**src/rtl/hdlc_stat_pkg.sv**
```systemverilog
package hdlc_stat_pkg;
  localparam int unsigned CNT_W = 16;
  localparam int unsigned N_CNT = 5;
  localparam int unsigned SEL_W = $clog2(N_CNT);

  typedef enum logic [SEL_W-1:0] {
    IDX_DISC = 3'd0,
    IDX_CRC  = 3'd1,
    IDX_ABT  = 3'd2,
    IDX_NMA  = 3'd3,
    IDX_RTX  = 3'd4
  } cnt_idx_e;

  typedef struct packed {
    logic eof;
    logic crc_bad;
    logic overrun;
    logic addr_hit;
    logic no_buf;
    logic busy;
    logic abort;
    logic retry;
  } stat_ev_t;
endpackage

```
**src/rtl/hdlc_stat_qualify.sv**
```systemverilog
module hdlc_stat_qualify
  import hdlc_stat_pkg::*;
(
  input  logic             run,
  input  stat_ev_t         ev,
  output logic [N_CNT-1:0] bump
);
  logic clean;
  logic frame;

  always_comb begin
    frame = run & ev.eof;
    clean = ~ev.crc_bad & ~ev.overrun;
    bump  = '0;
    bump[IDX_DISC] = frame & clean & ev.addr_hit & (ev.no_buf | ev.busy);
    bump[IDX_CRC]  = frame & ev.crc_bad & ~ev.overrun;
    bump[IDX_ABT]  = run & ev.abort;
    bump[IDX_NMA]  = frame & clean & ~ev.addr_hit;
    bump[IDX_RTX]  = run & ev.retry;
  end
endmodule

```
**src/rtl/hdlc_stat_counter.sv**
```systemverilog
module hdlc_stat_counter #(
  parameter int unsigned W = 16
) (
  input  logic         clk,
  input  logic         rst_n,
  input  logic         bump,
  input  logic         load,
  input  logic [W-1:0] load_val,
  output logic [W-1:0] q
);
  logic [W-1:0] q_nxt;
  logic         q_en;

  always_comb begin
    q_en  = load | bump;
    q_nxt = load ? load_val : q + {{(W-1){1'b0}}, 1'b1};
  end

  always_ff @(posedge clk or negedge rst_n) begin
    if (!rst_n)    q <= '0;
    else if (q_en) q <= q_nxt;
  end
endmodule

```
**src/rtl/hdlc_stat_readmux.sv**
```systemverilog
module hdlc_stat_readmux #(
  parameter int unsigned W = 16,
  parameter int unsigned N = 5,
  parameter int unsigned SW = 3
) (
  input  logic [SW-1:0]       sel,
  input  logic [N-1:0][W-1:0] cnt,
  output logic [W-1:0]        rdata
);
  always_comb begin
    rdata = '0;
    for (int i = 0; i < N; i++) begin
      if (sel == SW'(i)) rdata = cnt[i];
    end
  end
endmodule

```
**src/rtl/hdlc_err_stats.sv**
```systemverilog
module hdlc_err_stats
  import hdlc_stat_pkg::*;
(
  input  logic             clk,
  input  logic             rst_n,
  input  logic             chan_en,
  input  logic             rx_eof,
  input  logic             rx_crc_bad,
  input  logic             rx_overrun,
  input  logic             rx_addr_hit,
  input  logic             rx_no_buf,
  input  logic             rx_busy,
  input  logic             rx_abort,
  input  logic             tx_retry,
  input  logic [SEL_W-1:0] reg_sel,
  input  logic             reg_wr,
  input  logic [CNT_W-1:0] reg_wdata,
  output logic [CNT_W-1:0] reg_rdata
);
  logic [1:0]                 rst_pipe;
  logic                       rst_sn;
  stat_ev_t                   ev;
  logic [N_CNT-1:0]           bump;
  logic [N_CNT-1:0]           load;
  logic [N_CNT-1:0][CNT_W-1:0] cnt_q;
  logic                       wr_ok;

  // reset asserted asynchronously, released after two clock edges
  always_ff @(posedge clk or negedge rst_n) begin
    if (!rst_n) rst_pipe <= '0;
    else        rst_pipe <= {rst_pipe[0], 1'b1};
  end
  assign rst_sn = rst_pipe[1];

  always_comb begin
    ev.eof      = rx_eof;
    ev.crc_bad  = rx_crc_bad;
    ev.overrun  = rx_overrun;
    ev.addr_hit = rx_addr_hit;
    ev.no_buf   = rx_no_buf;
    ev.busy     = rx_busy;
    ev.abort    = rx_abort;
    ev.retry    = tx_retry;
    wr_ok       = reg_wr & ~chan_en;
  end

  hdlc_stat_qualify u_qual (
    .run  (chan_en),
    .ev   (ev),
    .bump (bump)
  );

  for (genvar g = 0; g < N_CNT; g++) begin : g_cnt
    assign load[g] = wr_ok & (reg_sel == SEL_W'(g));
    hdlc_stat_counter #(.W(CNT_W)) u_cnt (
      .clk      (clk),
      .rst_n    (rst_sn),
      .bump     (bump[g]),
      .load     (load[g]),
      .load_val (reg_wdata),
      .q        (cnt_q[g])
    );
  end

  hdlc_stat_readmux #(.W(CNT_W), .N(N_CNT), .SW(SEL_W)) u_rd (
    .sel   (reg_sel),
    .cnt   (cnt_q),
    .rdata (reg_rdata)
  );
endmodule

```
**config.mk**
```make
export PLATFORM = sky130hd
export DESIGN_NAME = hdlc_err_stats
export DESIGN_NICKNAME = d
export VERILOG_FILES = /design/src/rtl/hdlc_stat_pkg.sv /design/src/rtl/hdlc_stat_qualify.sv /design/src/rtl/hdlc_stat_counter.sv /design/src/rtl/hdlc_stat_readmux.sv /design/src/rtl/hdlc_err_stats.sv
export SDC_FILE = /design/constraint.sdc
export NUM_CORES = 1
export LEC_CHECK = 0
export ABC_AREA = 0
export CAP_MARGIN = 15
export CORE_MARGIN = 4
export CORE_UTILIZATION = 30
export DETAILED_ROUTE_END_ITERATION = 12
export PLACE_DENSITY = 0.47
export SKIP_CTS_REPAIR_TIMING = 1
export SLEW_MARGIN = 10
export SYNTH_ARGS = -nofsm -noshare
export SYNTH_HDL_FRONTEND = slang
export SYNTH_HIERARCHICAL = 1
export SYNTH_SLANG_ARGS = --single-unit
```
**constraint.sdc**
```tcl
create_clock -name clk -period 5.45 [get_ports clk]
set_clock_uncertainty 0.1 [all_clocks]
set_input_delay 1.09 -clock clk [delete_from_list [all_inputs] [get_ports clk]]
set_output_delay 1.09 -clock clk [all_outputs]
set_load 0.02 [all_outputs]
```
==> results_dict.tcl <==
set metrics [dict create \
    row_count 49 \
    crit_chain "clkdlybuf4s50_1 -> buf_4 -> nor2_1 -> buf_4 -> nand2_1 -> a31oi_1 -> clkdlybuf4s50_1" \
    async_reset_ff_share_pct 100.0 \
    dr.pass1.iters 7 \
    diodes 0 \
    path_delay_family "buffers and inverters" \
    clk_pin_slew_ns 0.06 \
    initial_core_util_pct 30.70 \
    synthDistinctLibCells 42 \
    avgSynthCellArea_um2 9.116 \
    clockRootBuffer "clkbuf_16" \
    finalCritPeriodShare_pct 85.89 \
    via_count 4648 \
    powerDensity_nw_per_um2 356.5 \
    synth-seq-cells 82 \
    seq_area_frac_synth_pct 36.96 \
    syn_inst 609 \
    syn-cell-area_um2 5552 \
    grt_pass1_vias 4608 \
    synth_area_leader_cell "dfrtp_1" \
    dp_hpwl_mm 12.32 \
    final_nets 674 \
    final.setup.tns_ns 0 \
    p_total_mw 2.318 \
    track_usage_pct 17.15 \
    status "finished, final reports clean" \
    layout-drive-gt1-share_pct 14.93 \
    die_x_um 144.0 \
    critical_path.max_stage_delay_ns 0.66 \
    rsz0062_at_grt "false" \
    avgRoutedWirePerCell_um 19.58 \
    core_area_um2 18090 \
    crit_path_start_kind "input pin" \
    drv_slew 0 \
    ir_drop_v 0.0001506 \
    synth_flop_cell "dfrtp_1" \
    yosysWarnings 6 \
    path_buf_inv 4 \
    hold_path_class "reg -> async" \
    fp.dieH_um 144.0 \
    overflow 0 \
    drcViolationCount 0 \
    seq_area_um2 2056 \
    grt_pass1_wl_mm 27.02 \
    finalHoldViolations 0 \
    gp_congestion 0.8229 \
    clock_sinks 82 \
    cp_slowest_cell "clkdlybuf4s50_1" \
    p_leak_nw 2.332 \
    path_class "in -> out" \
    antenna_found_initial 0 \
    vias_per_cell 5.330 \
    yosysMostFrequentCell "nand2_1" \
    wl_mm 17.08 \
    cts_tree "yes" \
    fill_cells 1860 \
    area_growth_pct 17.13 \
    ant_nets 0 \
    multi_input_area_um2 3238 \
    io_pins 47 \
    synth_area_leaders "dfrtp_1, nand2_1, xnor2_1, o21ai_0, xor2_1" \
    insertion_delay_ns 0.34 \
    cp-end-kind "primary output" \
    timing.fmax_ghz 0.2136 \
    crit_arrival_ns 3.49 \
    htreeDepth 3 \
    numPortBuffers 46 \
    grt_max_degree 81 \
    design.die.area_um2 20750 \
    cts-buffers-inserted 9 \
    drt_iter0_markers 375 \
    syn-num-nets 645 \
    required_ns 4.26 \
    worst_pin_slew_ns 1.011 \
    period_needed_ns 4.681 \
    synth_commonest_cells "nand2_1, dfrtp_1, o21ai_0, xnor2_1, nor2_1" \
    synth_top_area_share_pct 36.96 \
    critPathMaxFanout 13 \
    drv_cap 0 \
    synth_edf_count 0 \
    setup_violations 0 \
    cts_buffer_depth 2 \
    max-slew-margin-rel_pct 32.48 \
]
-- final timing paths --
check,cells past startpoint,startpoint,to,slack [ns]
worst min register to register,0,rst_pipe[1],g_cnt[2].u_cnt/q[2],0.24
worst max-delay path,7,reg_sel[0],reg_rdata[15],0.77
min in group clk,0,rst_pipe[0],rst_pipe[1],0.25
worst max register to register,5,g_cnt[1].u_cnt/q[0],g_cnt[1].u_cnt/q[10],3.62
worst min-delay path,0,rst_pipe[1],g_cnt[2].u_cnt/q[2],0.24
max in group asynchronous,1,rst_n,rst_pipe[1],4.31
-- flip-flops by register name, summed over array words and instances, names as in the netlist --
register       cells
g_cnt.u_cnt/q     80
rst_pipe           2
-- logic make-up (layout without fill, tap and decap cells) --
| kind of cell | after synthesis | in the layout | synth area share (%) |
|---|---|---|---|
| AO/OA/AOI/OAI | 123 | 123 | 14.00 |
| multiplexers | 21 | 21 | 4.147 |
| other | 1 | 1 | 0.06755 |
| adder cells (fa/ha/maj) | 5 | 5 | 1.127 |
| AND/OR/NAND/NOR | 260 | 260 | 28.96 |
| flip-flops | 82 | 82 | 36.96 |
| XOR/XNOR | 60 | 60 | 9.466 |
| buffers and inverters | 57 | 91 | 5.274 |
-- power breakdown --
| group | leakage [nW] | total, mW | internal (mW) | switching [mW] |
|---|---|---|---|---|
| registers | 0.997 | 1.11 | 0.784 | 0.330 |
| logic | 1.19 | 0.573 | 0.286 | 0.287 |
| clock network | 0.147 | 0.631 | 0.380 | 0.251 |
-- per-stage QoR --
| stage | hold slack, ns | instances | util (%) | worst slack (ns) | instance area (um2) |
|---|---|---|---|---|---|
| 2_1_floorplan | 0.2312 | 609 | - | 2.054 | 5552 |
| 3_3_place_gp | 0.2383 | 854 | 34.05 | 0.8172 | 6158 |
| 3_5_place_dp | 0.2418 | 854 | 34.05 | 0.7636 | 6158 |
| 4_1_cts | 0.2560 | 870 | 35.70 | 0.7630 | 6457 |
| 5_1_grt | 0.2690 | 872 | 35.95 | 0.6474 | 6502 |
| 6_report | 0.2441 | 872 | 35.95 | 0.7688 | 6502 |
-- layout make-up --
class | count | share of cell area (%)
Multi-Input combinational cell | 470 | 49.80
Sequential cell | 82 | 31.61
Timing Repair Buffer | 55 | 8.428
Tap cell | 229 | 4.406
Clock buffer | 14 | 4.060
Inverter | 20 | 1.155
Clock inverter | 2 | 0.5388
-- per-layer routing --
layer	vias up	GRT usage [%]	wire length (um)	part of all wire, %
met3	18	2.216	635	3.7
li1	2247	-	-	-
met4	0	5.996	288	1.7
met1	2288	24.68	8301	49
met5	-	0	0	0
met2	95	26.53	7852	46
-- cells in the final DEF, fill, tap and decap left out, types with 11 or more instances in the layout --
cell / netlist / layout
mux2_2: 16 / 16
a31oi_1: 25 / 25
xnor2_1: 35 / 35
nand2_1: 106 / 106
nand4_1: 15 / 15
xor2_1: 25 / 25
inv_1: 20 / 20
and4_2: 15 / 15
o21ai_0: 61 / 61
nand3_1: 20 / 20
clkdlybuf4s50_1: 0 / 46
a32oi_1: 16 / 16
nand2b_1: 11 / 11
nor2_1: 28 / 26
dfrtp_1: 82 / 81
Note: power is estimated with default switching activity, not from simulation.
